==> src/rtl/extint_pkg.sv <==
package extint_pkg;
    localparam int REG_W      = 8;
    localparam int B_RSVD     = 7;
    localparam int B_PULL_OFF = 6;
    localparam int B_POL      = 5;
    localparam int B_PIN_ON   = 4;
    localparam int B_FLAG     = 3;
    localparam int B_ACK      = 2;
    localparam int B_IRQ_EN   = 1;
    localparam int B_LVL      = 0;

    typedef enum logic [1:0] {
        DET_OFF = 2'd0,
        DET_ARM = 2'd1,
        DET_RUN = 2'd2
    } det_state_t;

    typedef enum logic {
        FLG_IDLE = 1'b0,
        FLG_SET  = 1'b1
    } flg_state_t;

    typedef struct packed {
        logic pull_off;
        logic pol_hi;
        logic pin_on;
        logic irq_en;
        logic lvl_mode;
    } cfg_t;
endpackage

==> src/rtl/extint_sync.sv <==
module extint_sync #(
    parameter int STAGES = 2
) (
    input  logic clk,
    input  logic rst_n,
    input  logic d,
    output logic q
);
    localparam int LAST = STAGES - 1;

    logic [LAST:0] chain;

    generate
        if (STAGES == 1) begin : g_single
            always_ff @(posedge clk or negedge rst_n) begin
                if (!rst_n) chain <= '0;
                else        chain <= d;
            end
        end else begin : g_multi
            always_ff @(posedge clk or negedge rst_n) begin
                if (!rst_n) chain <= '0;
                else        chain <= {chain[LAST-1:0], d};
            end
        end
    endgenerate

    assign q = chain[LAST];
endmodule

==> src/rtl/extint_detect.sv <==
module extint_detect
    import extint_pkg::*;
(
    input  logic clk,
    input  logic rst_n,
    input  logic pin_s,
    input  logic pin_on,
    input  logic pol_hi,
    input  logic lvl_mode,
    output logic event_hit
);
    det_state_t state_q, state_d;
    logic       prev_q;
    logic       pol_q;
    logic       pol_chg;
    logic       at_active;
    logic       edge_hit;
    logic       level_hit;

    assign pol_chg   = (pol_q != pol_hi);
    assign at_active = (pin_s == pol_hi);

    // State register, previous sample and last-seen polarity
    always_ff @(posedge clk or negedge rst_n) begin
        if (!rst_n) begin
            state_q <= DET_OFF;
            prev_q  <= 1'b0;
            pol_q   <= 1'b0;
        end else begin
            state_q <= state_d;
            prev_q  <= pin_s;
            pol_q   <= pol_hi;
        end
    end

    // Next-state logic
    always_comb begin
        state_d = state_q;
        unique case (state_q)
            DET_OFF: if (pin_on) state_d = DET_ARM;
            DET_ARM: begin
                if (!pin_on)      state_d = DET_OFF;
                else if (pol_chg) state_d = DET_ARM;
                else              state_d = DET_RUN;
            end
            DET_RUN: begin
                if (!pin_on)      state_d = DET_OFF;
                else if (pol_chg) state_d = DET_ARM;
            end
            default: state_d = DET_OFF;
        endcase
    end

    // Outputs
    always_comb begin
        edge_hit  = 1'b0;
        level_hit = 1'b0;
        unique case (state_q)
            DET_OFF: ;
            DET_ARM: level_hit = pin_on & lvl_mode & at_active;
            DET_RUN: begin
                edge_hit  = pin_on & ~pol_chg & (pin_s != prev_q) & at_active;
                level_hit = pin_on & lvl_mode & at_active;
            end
            default: ;
        endcase
    end

    assign event_hit = edge_hit | level_hit;
endmodule

==> src/rtl/extint_flag.sv <==
module extint_flag
    import extint_pkg::*;
(
    input  logic clk,
    input  logic rst_n,
    input  logic event_hit,
    input  logic ack,
    output logic flag
);
    flg_state_t state_q, state_d;

    always_ff @(posedge clk or negedge rst_n) begin
        if (!rst_n) state_q <= FLG_IDLE;
        else        state_q <= state_d;
    end

    always_comb begin
        state_d = state_q;
        unique case (state_q)
            FLG_IDLE: if (event_hit)        state_d = FLG_SET;
            FLG_SET:  if (ack && !event_hit) state_d = FLG_IDLE;
            default:  state_d = FLG_IDLE;
        endcase
    end

    always_comb begin
        unique case (state_q)
            FLG_IDLE: flag = 1'b0;
            FLG_SET:  flag = 1'b1;
            default:  flag = 1'b0;
        endcase
    end
endmodule

==> src/rtl/extint_regs.sv <==
module extint_regs
    import extint_pkg::*;
(
    input  logic             clk,
    input  logic             rst_n,
    input  logic             bus_we,
    input  logic [REG_W-1:0] bus_wdata,
    input  logic             flag,
    output cfg_t             cfg,
    output logic             ack,
    output logic [REG_W-1:0] bus_rdata
);
    logic unused_wbits;
    assign unused_wbits = ^{bus_wdata[B_RSVD], bus_wdata[B_FLAG]};

    always_ff @(posedge clk or negedge rst_n) begin
        if (!rst_n) begin
            cfg <= '0;
        end else if (bus_we) begin
            cfg.pull_off <= bus_wdata[B_PULL_OFF];
            cfg.pol_hi   <= bus_wdata[B_POL];
            cfg.pin_on   <= bus_wdata[B_PIN_ON];
            cfg.irq_en   <= bus_wdata[B_IRQ_EN];
            cfg.lvl_mode <= bus_wdata[B_LVL];
        end
    end

    assign ack = bus_we & bus_wdata[B_ACK];

    always_comb begin
        bus_rdata             = '0;
        bus_rdata[B_PULL_OFF] = cfg.pull_off;
        bus_rdata[B_POL]      = cfg.pol_hi;
        bus_rdata[B_PIN_ON]   = cfg.pin_on;
        bus_rdata[B_FLAG]     = flag;
        bus_rdata[B_IRQ_EN]   = cfg.irq_en;
        bus_rdata[B_LVL]      = cfg.lvl_mode;
    end
endmodule

==> src/rtl/extint_ctrl.sv <==
module extint_ctrl
    import extint_pkg::*;
#(
    parameter int SYNC_STAGES = 2
) (
    input  logic             clk,
    input  logic             rst_n,
    input  logic             bus_we,
    input  logic [REG_W-1:0] bus_wdata,
    output logic [REG_W-1:0] bus_rdata,
    input  logic             pin_raw,
    output logic             pull_en,
    output logic             pull_down,
    output logic             irq_req
);
    cfg_t cfg;
    logic ack;
    logic flag;
    logic pin_s;
    logic event_hit;

    extint_regs u_regs (
        .clk       (clk),
        .rst_n     (rst_n),
        .bus_we    (bus_we),
        .bus_wdata (bus_wdata),
        .flag      (flag),
        .cfg       (cfg),
        .ack       (ack),
        .bus_rdata (bus_rdata)
    );

    extint_sync #(.STAGES(SYNC_STAGES)) u_sync (
        .clk   (clk),
        .rst_n (rst_n),
        .d     (pin_raw),
        .q     (pin_s)
    );

    extint_detect u_det (
        .clk       (clk),
        .rst_n     (rst_n),
        .pin_s     (pin_s),
        .pin_on    (cfg.pin_on),
        .pol_hi    (cfg.pol_hi),
        .lvl_mode  (cfg.lvl_mode),
        .event_hit (event_hit)
    );

    extint_flag u_flag (
        .clk       (clk),
        .rst_n     (rst_n),
        .event_hit (event_hit),
        .ack       (ack),
        .flag      (flag)
    );

    assign irq_req   = flag & cfg.irq_en;
    assign pull_en   = cfg.pin_on & ~cfg.pull_off;
    assign pull_down = pull_en & cfg.pol_hi;
endmodule

==> config.mk <==
export PLATFORM = sky130hd
export DESIGN_NAME = extint_ctrl
export DESIGN_NICKNAME = d
export VERILOG_FILES = /design/src/rtl/extint_pkg.sv /design/src/rtl/extint_sync.sv /design/src/rtl/extint_detect.sv /design/src/rtl/extint_flag.sv /design/src/rtl/extint_regs.sv /design/src/rtl/extint_ctrl.sv
export SDC_FILE = /design/constraint.sdc
export NUM_CORES = 1
export LEC_CHECK = 0
export ABC_AREA = 1
export BUFFER_PORTS_ARGS = -buffer_cell sky130_fd_sc_hd__buf_2
export CORE_MARGIN = 5
export CORE_UTILIZATION = 42
export DETAILED_ROUTE_END_ITERATION = 10
export PLACE_DENSITY = 0.83
export SLEW_MARGIN = 30
export SYNTH_ARGS = -nofsm -noshare
export SYNTH_HDL_FRONTEND = slang
export SYNTH_SLANG_ARGS = --single-unit
==> constraint.sdc <==
create_clock -name clk -period 1.05 [get_ports clk]
set_input_delay 0.0525 -clock clk [delete_from_list [all_inputs] [get_ports clk]]
set_output_delay 0.0525 -clock clk [all_outputs]
set_load 0.01 [all_outputs]
==> out/summary.txt, run 1 <==
run status = complete, but fails checks
violations in the final reports = setup timing
worst hold path startpoint = bus_wdata[2]
Rows = 14
final setup vio count = 4
required arrival time at the worst endpoint = 1.21 ns
capturing point of the worst reg2reg path = u_det.state_q[0]$_DFFE_PN0P_
critical path class = reg2reg
I/O pin count = 23
CTS clk-pin slew, worst paths = 0.07 ns
Worst setup EP type = register
Fmax = 874.6 MHz
commonest non-fill, non-tap cell in the layout = buf_2
worst vdd ir = 999.1 uV
final standard cell utilization of the core = 60.00%
Post-DRT Antenna Nets = 0
violation count after the first detailed-routing iteration = 7
overall power after layout = 1533 uW
sequential area share after synthesis = 45.80%
number of clock sinks = 12
Clock Skew = 0.002727 ns
initial core utilization = 44.03%
Post-Route Hold Slack = 0.02106 ns
average via count per standard cell = 4.904
core region area = 0.001489 mm2
grt total ovfl = 0
cell accounting for the most synthesized area = dfrtp_1
R2R depth = 7
total wire length = 1444 um
proportion of layout cells with a drive suffix above 1 = 41.84%
launch point of the worst reg-to-reg path = u_det.state_q[0]$_DFFE_PN0P_
period utilisation layout = 108.9%
I/O Buffers = 18
most frequent cells in the layout = buf_2, nand2_1, dfrtp_1, dlygate4sd3_1, inv_2
die area = 0.002451 mm2
fillers = 112
wire length on met3 = 111 um
post-synthesis sequential element count = 12
global-route wire length before repair = 2387 um
area occupied by multi-input gates = 294.0 um2
syn avg cell area = 9.106 um2
CP Data Arrival Time = 1.31 ns
initial antenna violation count = 0
wire length on met1 = 555 um
Worst Setup Slack post-DPL = -0.1041 ns
count of final max-slew check failures = 0
height of the die = 49.51 um
uppermost layer routed = met4
number of hold violations in the final report = 0
level count of the clock H-tree = 1
Post-Syn Instances = 72
layout overhead on the synthesized area = 36.26%
setup slack, reg-to-reg = -0.09 ns
final RePlAce weighted congestion = 0.7359
wire per inst = 12.67 um
total area of sequential cells = 301.5 um2
DRC violations left = 0
type of the most critical hold path = in2reg
Worst Hold End = u_flag.state_q$_DFF_PN0_
Maximum Capacitance Violations = 0
startpoint type of the worst setup path = register
Nets = 115
total length of routed met2 wires = 759 um
root buf cell = clkbuf_4
non-filler instance count after layout = 114
global-route usage over all layers = 12.77%
Die Wd = 49.51 um
RSZ-0062 raised after global routing = true
distinct cell type count after synthesis = 18
maximum number of pins on one net before global-route repair = 13
leakage power = 0.0004654 uW
Diodes inserted = 0
Via Count = 559
final HPWL from detailed placement = 914.2 um
# placed instances = 102
DRT Pass-1 Iters = 4
number of stages on the worst hold path = 4
power per cell area = 1716 mW/mm2
clock tree from TritonCTS = done
final critical-path required period = 1.143 ns
worst setup margin = -0.09336 ns
total number of yosys warnings = 0
Clk Latency, worst-skew pair = 0.27 ns
cell area after synthesis = 655.6 um2
TritonCTS Buffers = 3
via count of the first global-routing pass = 579
Max FO, Critical Path = 4
cell types with the largest area share after synthesis = dfrtp_1, nand2_1, ha_1
buffer levels on the longest clock path = 2
fraction of post-synthesis cell area in the top cell type by area = 45.80%
==> cell usage after synthesis <==
master     n
nand2_4    2
nand3_1    3
inv_2      3
nor2_1     5
dfrtp_1   12
mux2_1     3
conb_1     1
a21oi_4    1
buf_4      6
xnor2_1    1
o21ai_1    4
nand3b_1   1
inv_1      7
buf_2      1
a21oi_1    2
nor3_1     1
nand2_1   15
ha_1       4
==> metal layers <==
metal,GRT usage [%],vias up
met5,0,-
met4,7.860,0
met3,3.614,4
met2,22.75,23
met1,12.88,264
li1,-,268
==> timing repair <==
action	CTS	global route
endpoints found under the hold margin	18	0
buffers inserted	1	0
pin swaps	1	1
resized for setup	7	4
setup endpoints to repair	5	6
hold buffers	7	0
==> worst max-delay path by stage <==
stage / from / endpoint / slack, ns / cells past startpoint
2_1_floorplan: u_det.state_q[0]$_DFFE_PN0P_ / u_det.state_q[0]$_DFFE_PN0P_ / -0.01 / 8
3_3_place_gp: u_det.state_q[1]$_DFFE_PN0P_ / u_det.state_q[1]$_DFFE_PN0P_ / -0.09 / 7
3_5_place_dp: u_det.state_q[1]$_DFFE_PN0P_ / u_det.state_q[0]$_DFFE_PN0P_ / -0.10 / 7
4_1_cts: u_det.state_q[1]$_DFFE_PN0P_ / u_det.state_q[0]$_DFFE_PN0P_ / -0.08 / 7
5_1_grt: u_det.state_q[0]$_DFFE_PN0P_ / u_det.state_q[1]$_DFFE_PN0P_ / -0.19 / 7
6_report: u_det.state_q[0]$_DFFE_PN0P_ / u_det.state_q[0]$_DFFE_PN0P_ / -0.09 / 7
==> through the flow <==
stage	TNS [ns]	area [um2]
after floorplan	-0.01439	666.9
after global placement	-0.1956	742.0
after detailed placement	-0.2784	742.0
after CTS	-0.2367	882.1
after global routing	-0.6216	893.4
final	-0.2695	893.4
==> flip-flops by register name (all words and copies together), names as in the netlist <==
name	count
u_det.state_q	2
u_det.prev_q	1
u_flag.state_q	1
u_sync.chain	2
u_det.pol_q	1
u_regs.bus_rdata	5
==> worst max-delay path: stages, from the launching register on <==
cell	delay, ns
dfrtp_1	0.42
inv_2	0.08
ha_2	0.20
inv_2	0.05
nor2_4	0.12
a21oi_4	0.05
nand3_1	0.07
nand2_1	0.05
==> where the power goes <==
group	switching, uW	internal [uW]	total [uW]
clock	147	211	358
combinational	306	265	571
sequential	69.5	534	604
total	523	1010	1530
==> cells by family after synthesis <==
kind of cell / share of synthesized area, %
other: 0.5720
DFF: 45.80
buffers and inverters: 13.36
and+or+nand+nor: 19.08
AOI/OAI and AO/OA: 7.062
adders and majority gates: 7.634
muxes: 5.152
xor gates and xnor gates: 1.336
==> area by class of cell <==
| class | count | share of cell area [%] |
|---|---|---|
| tap | 16 | 2.241 |
| multi-input combinational | 44 | 32.91 |
| clock buffer | 4 | 4.062 |
| sequential | 12 | 33.75 |
| timing repair buffer | 28 | 22.55 |
| inverter | 10 | 4.482 |
(Power assumes the default switching activity.)
==> run 2, diff against run 1 <==
--- a/config.mk
+++ b/config.mk
@@ -5,7 +5,6 @@
 export SDC_FILE = /design/constraint.sdc
 export NUM_CORES = 1
 export LEC_CHECK = 0
-export ABC_AREA = 1
 export BUFFER_PORTS_ARGS = -buffer_cell sky130_fd_sc_hd__buf_2
 export CORE_MARGIN = 5
 export CORE_UTILIZATION = 42
==> run 2 against run 1 <==
The run still ends with setup timing left. Register-to-register slack worse by 0.20 ns. Highest routed layer unchanged. Fmax fell by 15%. Hold slack got worse by 0.0068 ns. Combinational power up 71%. Worst setup slack worse by 0.20 ns.
==> out/summary.txt, run 2 <==
run status = complete, but fails checks
violations in the final reports = setup timing
I/O Buffers = 18
uppermost layer routed = met4
Post-synth EDFFs = 0
number of flip-flops in the largest register = 5
count of final max-slew check failures = 0
Die Wd = 48.71 um
grt total ovfl = 0
Clk Latency, worst-skew pair = 0.27 ns
clock tree from TritonCTS = done
DP Area = 769.5 um2
height of the die = 48.71 um
layout overhead on the synthesized area = 59.44%
Fmax = 744.2 MHz
setup TNS = -0.8424 ns
commonest non-fill, non-tap cell in the layout = buf_2
post-synthesis simple-gate area fraction = 8.748%
Nets = 105
wire per inst = 15.22 um
buffer levels on the longest clock path = 2
Maximum Capacitance Violations = 0
Post-Syn Instances = 52
number of clock sinks = 12
TritonCTS Buffers = 3
wire length on met1 = 562 um
Post-DRT Antenna Nets = 0
cell types with the largest area share after synthesis = dfrtp_1, mux2_2, ha_1
Via Count = 504
startpoint type of the worst setup path = register
syn avg cell area = 12.10 um2
RSZ-0062 raised after global routing = true
root buf cell = clkbuf_4
DRC violations left = 0
worst vdd ir = 1163 uV
Synth Area in Adders = 7.952%
final design instance area without fill = 0.001003 mm2
Worst path max stage delay = 0.39 ns
critical path class = reg2reg
proportion of layout cells with a drive suffix above 1 = 65.91%
final HPWL from detailed placement = 968.4 um
wire length on met3 = 70 um
distinct cell type count after synthesis = 25
initial antenna violation count = 0
combinational family with the most area after synthesis = multiplexers
DRT Pass-1 Iters = 2
fraction of post-synthesis cell area in the top cell type by area = 47.71%
global-route usage over all layers = 13.69%
total length of routed met2 wires = 889 um
post-synthesis sequential element count = 12
proportion of synthesized area in mux cells = 12.92%
Slowest cell on crit path = dfrtp_1
worst setup margin = -0.2938 ns
violation count after the first detailed-routing iteration = 4
I/O pin count = 23
initial core utilization = 42.77%
power per cell area = 1945 mW/mm2
Clock Skew = 0.005434 ns
xor and xnor fraction of the mapped netlist area = 3.976%
core region area = 0.001471 mm2
non-filler instance count after layout = 104
cell accounting for the most synthesized area = dfrtp_1
sequential area share after synthesis = 47.71%
cell area after synthesis = 629.4 um2
Max FO, Critical Path = 3
number of hold violations in the final report = 0
Diodes inserted = 0
Worst setup EP type = register
most repeated cell in the gate-level netlist after synthesis = dfrtp_1
ranking of synthesized cells by instance count = dfrtp_1, buf_4, mux2_2, ha_1, inv_1
via count of the first global-routing pass = 529
total wire length = 1583 um
most frequent cells in the layout = buf_2, buf_4, dfrtp_1, buf_6, mux2_2
share of the synthesized area in compound gates (AO/OA/AOI/OAI) = 8.549%
maximum number of pins on one net before global-route repair = 13
leakage power = 0.0004765 uW
Post-synth top flop = dfrtp_1
CTS clk-pin slew, worst paths = 0.07 ns
average via count per standard cell = 4.846
Post-synth ARST share = 100.0%
Rows = 14
Critical Path, Cell by Cell = inv_2, ha_4, nand2_1, o22ai_4, mux2_4
type of the most critical hold path = in2reg
required arrival time at the worst endpoint = 1.21 ns
total number of yosys warnings = 0
level count of the clock H-tree = 1
final critical-path required period = 1.344 ns
# placed instances = 90
die area = 0.002373 mm2
CP Data Arrival Time = 1.50 ns
period utilisation layout = 128.0%
final setup vio count = 6
global-route wire length before repair = 2415 um
final RePlAce weighted congestion = 0.7778
run 2: changes by cell type in the layout (fill, tap and decap cells not counted), moves of 4 or more:
cell     delta
mux2_2      +5
buf_6       +6
nand2_1    -12
inv_1       -4
buf_4      +11
run 2: path summary, 6_finish.rpt:
check | end | cells past startpoint | slack [ns] | startpoint
setup / recovery | u_det.state_q[1]$_DFFE_PN0P_ | 5 | -0.29 | u_det.state_q[0]$_DFFE_PN0P_
hold / removal | u_regs.bus_rdata[1]$_DFFE_PN0P_ | 2 | 0.01 | bus_wdata[1]
setup reg to reg | u_det.state_q[1]$_DFFE_PN0P_ | 5 | -0.29 | u_det.state_q[0]$_DFFE_PN0P_
hold reg to reg | u_sync.chain[1]$_DFF_PN0_ | 0 | 0.36 | u_sync.chain[0]$_DFF_PN0_
max in group asynchronous | u_det.state_q[1]$_DFFE_PN0P_ | 2 | 0.62 | rst_n
min in group asynchronous | u_regs.bus_rdata[0]$_DFFE_PN0P_ | 2 | 0.20 | rst_n
run 2: logic make-up after synthesis:
family / after synthesis
flops: 12
simple gates: 9
mux: 7
buf+inv: 10
fa+ha+maj: 4
compound gates: 7
xor+xnor: 2
other cells: 1
run 2: area by class of cell:
class	instances	area (um2)
Tap cell	16	20.02
Multi-Input combinational cell	31	345.3
Fill cell	122	467.9
Sequential cell	12	301.5
Clock buffer	4	36.28
Timing Repair Buffer	38	286.5
Inverter	3	13.76
run 2: metrics by stage:
| stage | hold WS (ns) | total power [uW] | utilization (%) | setup slack, ns |
|---|---|---|---|---|
| CTS | 0.001633 | 1843 | 64.54 | -0.2508 |
| global placement | -0.06327 | 1217 | 52.30 | -0.2201 |
| floorplan | -0.2431 | 999.3 | - | -0.2168 |
| finish | 0.01424 | 1952 | 68.20 | -0.2938 |
| global route | 0.004524 | 2087 | 68.20 | -0.3322 |
| detailed placement | -0.05818 | 1242 | 52.30 | -0.2790 |
run 2: layer usage:
metal / track usage (%) / up-vias
met3: 3.067 / 6
met5: 0 / -
met4: 9.865 / 0
li1: - / 242
met1: 15.41 / 241
met2: 22.39 / 15
run 2: report_power, final:
group / switching, uW / internal [uW] / total, uW
sequential: 72.5 / 545 / 617
combinational: 410 / 565 / 975
clock: 149 / 211 / 359
run 2: worst max-delay path, delay by kind of cell (launching register included):
family	cells	cell delay [ns]
flops	1	0.39
compound gates	1	0.14
buf+inv	1	0.12
simple gates	1	0.11
mux	1	0.32
fa+ha+maj	1	0.15
run 2: timing repair:
action                                  in CTS  in global routing
hold endpoints to repair                    13                  2
buffers inserted                             5                  1
hold buffers                                 2                  2
resized for setup                           20                  5
endpoints found under the setup margin       7                  7
pin swaps                                    3                  3
==> run 3, diff against run 2 <==
==> constraint.sdc (replaced) <==
create_clock -name clk -period 1.1 [get_ports clk]
set_input_delay 0.055 -clock clk [delete_from_list [all_inputs] [get_ports clk]]
set_output_delay 0.055 -clock clk [all_outputs]
set_load 0.01 [all_outputs]
==> run 3 against run 2 <==
The flow still finishes with violations (setup timing). Clock skew increased by 0.00081 ns. Worst setup slack better by 0.095 ns. Critical path depth unchanged. Final area up 2.2%. Sequential power decreased by 5.2%. Core utilization is 1.5 points higher. Total power decreased by 4.6%. First-iteration DRC count shrank 50%. Combinational power is 4.9% lower. Register-to-register slack improved by 0.095 ns. Via count down 1.2%.
==> out/summary.txt, run 3 (synthesis results as in run 2) <==
Nets = 104
final HPWL from detailed placement = 930.5 um
critical path class = reg2reg
core region area = 0.001471 mm2
die area = 0.002373 mm2
Clock Skew = 0.006242 ns
TritonCTS Buffers = 3
total wire length = 1541 um
fraction of power spent switching nets = 33.00%
global-route usage over all layers = 14.53%
type of the most critical hold path = in2reg
Clock power frac = 18.8%
height of the die = 48.71 um
violations in the final reports = setup timing
Switching Power = 614.7 uW
power per cell area = 1815 mW/mm2
count of final max-slew check failures = 0
final RePlAce weighted congestion = 0.7667
grt total ovfl = 0
number of clock sinks = 12
buffer levels on the longest clock path = 2
Via Count = 498
part of the total power dissipated in sequential elements = 31.4%
worst vdd ir = 1041 uV
run status = complete, but fails checks
RSZ-0062 raised after global routing = true
setup TNS = -0.5428 ns
DP Area = 762.0 um2
average via count per standard cell = 4.835
leakage power = 0.0004835 uW
most frequent cells in the layout = buf_2, dfrtp_1, buf_6, buf_4
Worst Setup Slack post-DPL = -0.2444 ns
Fmax = 770.1 MHz
clock tree from TritonCTS = done
I/O pin count = 23
power share of the combinational group = 49.8%
Rows = 14
final critical-path required period = 1.299 ns
final setup vio count = 4
level count of the clock H-tree = 1
initial antenna violation count = 0
final design instance area without fill = 0.001026 mm2
Die Wd = 48.71 um
global-route wire length before repair = 2642 um
I/O Buffers = 18
DRT Pass-1 Iters = 3
Post-DRT Antenna Nets = 0
required arrival time at the worst endpoint = 1.26 ns
period utilisation layout = 118.0%
fillers = 103
maximum number of pins on one net before global-route repair = 13
Max FO, Critical Path = 3
R2R depth = 5
CTS clk-pin slew, worst paths = 0.08 ns
total area of sequential cells = 300.3 um2
Maximum Capacitance Violations = 0
proportion of layout cells with a drive suffix above 1 = 65.52%
wire per inst = 14.96 um
violation count after the first detailed-routing iteration = 2
startpoint type of the worst setup path = register
layout overhead on the synthesized area = 63.02%
number of stages on the worst hold path = 2
Worst setup EP type = register
total internal power = 1248 uW
area occupied by multi-input gates = 365.4 um2
commonest non-fill, non-tap cell in the layout = buf_2
worst setup margin = -0.1985 ns
via count of the first global-routing pass = 562
DRC violations left = 0
root buf cell = clkbuf_4
CP Data Arrival Time = 1.46 ns
Clk Latency, worst-skew pair = 0.27 ns
final standard cell utilization of the core = 69.73%
initial core utilization = 42.77%
number of hold violations in the final report = 0
number of flip-flops in the largest register = 5
Diodes inserted = 0
run 3: changes by cell type in the layout (fill, tap and decap cells not counted), sizes merged:
cell         delta
dlygate4sd3     +1
buf             -2
run 3: worst max-delay path, cell delays in order (launching register included):
cell and delay, ns:
dfrtp_1 0.41, inv_2 0.11, ha_4 0.15, nand2_4 0.06, o22ai_4 0.14, mux2_4 0.31
run 3: area by class of cell:
type                       instances  area share (%)
inverter                           3           1.098
tap                               16           1.951
timing repair buffer              37           28.54
sequential                        12           29.27
clock buffer                       4           3.537
multi-input combinational         31           35.61
run 3: timing repair:
| item | in CTS | in global routing |
|---|---|---|
| hold endpoints to repair | 16 | 0 |
| hold buffers | 5 | 0 |
| endpoints found under the setup margin | 6 | 7 |
| pin swaps | 5 | 7 |
| gates resized for setup | 24 | 6 |
| buffers inserted | 5 | 0 |
run 3: path summary, 6_finish.rpt:
kind                                         startpoint  slack (ns)                         endpoint
setup / recovery           u_det.state_q[0]$_DFFE_PN0P_       -0.20     u_det.state_q[1]$_DFFE_PN0P_
hold / removal                             bus_wdata[0]        0.01  u_regs.bus_rdata[0]$_DFFE_PN0P_
setup reg to reg           u_det.state_q[0]$_DFFE_PN0P_       -0.20     u_det.state_q[1]$_DFFE_PN0P_
hold reg to reg               u_sync.chain[0]$_DFF_PN0_        0.37        u_sync.chain[1]$_DFF_PN0_
max in group asynchronous                         rst_n        0.70           u_det.prev_q$_DFF_PN0_
min in group asynchronous                         rst_n        0.18  u_regs.bus_rdata[1]$_DFFE_PN0P_
run 3: through the flow:
step	hold WS, ns	std cells	power, uW
2_1_floorplan	-0.2406	53	953.9
3_3_place_gp	-0.05941	89	1136
3_5_place_dp	-0.05633	89	1170
4_1_cts	0.002462	103	1818
5_1_grt	0.003301	103	1994
6_report	0.01167	103	1863
run 3: power by group through the flow:
stage                     clock network [uW]  registers (uW)  logic (uW)
after global routing                     392             596        1010
after CTS                                366             579         872
after detailed placement                   0             589         581
final                                    351             585         927
after floorplan                            0             591         363
after global placement                     0             586         550
run 3: routing by layer:
layer	track usage [%]	up-vias	routed length (um)
met5	0	-	0
met4	6.726	0	9
met3	2.761	2	41
met2	27.61	8	910
met1	14.86	248	579
li1	-	240	-
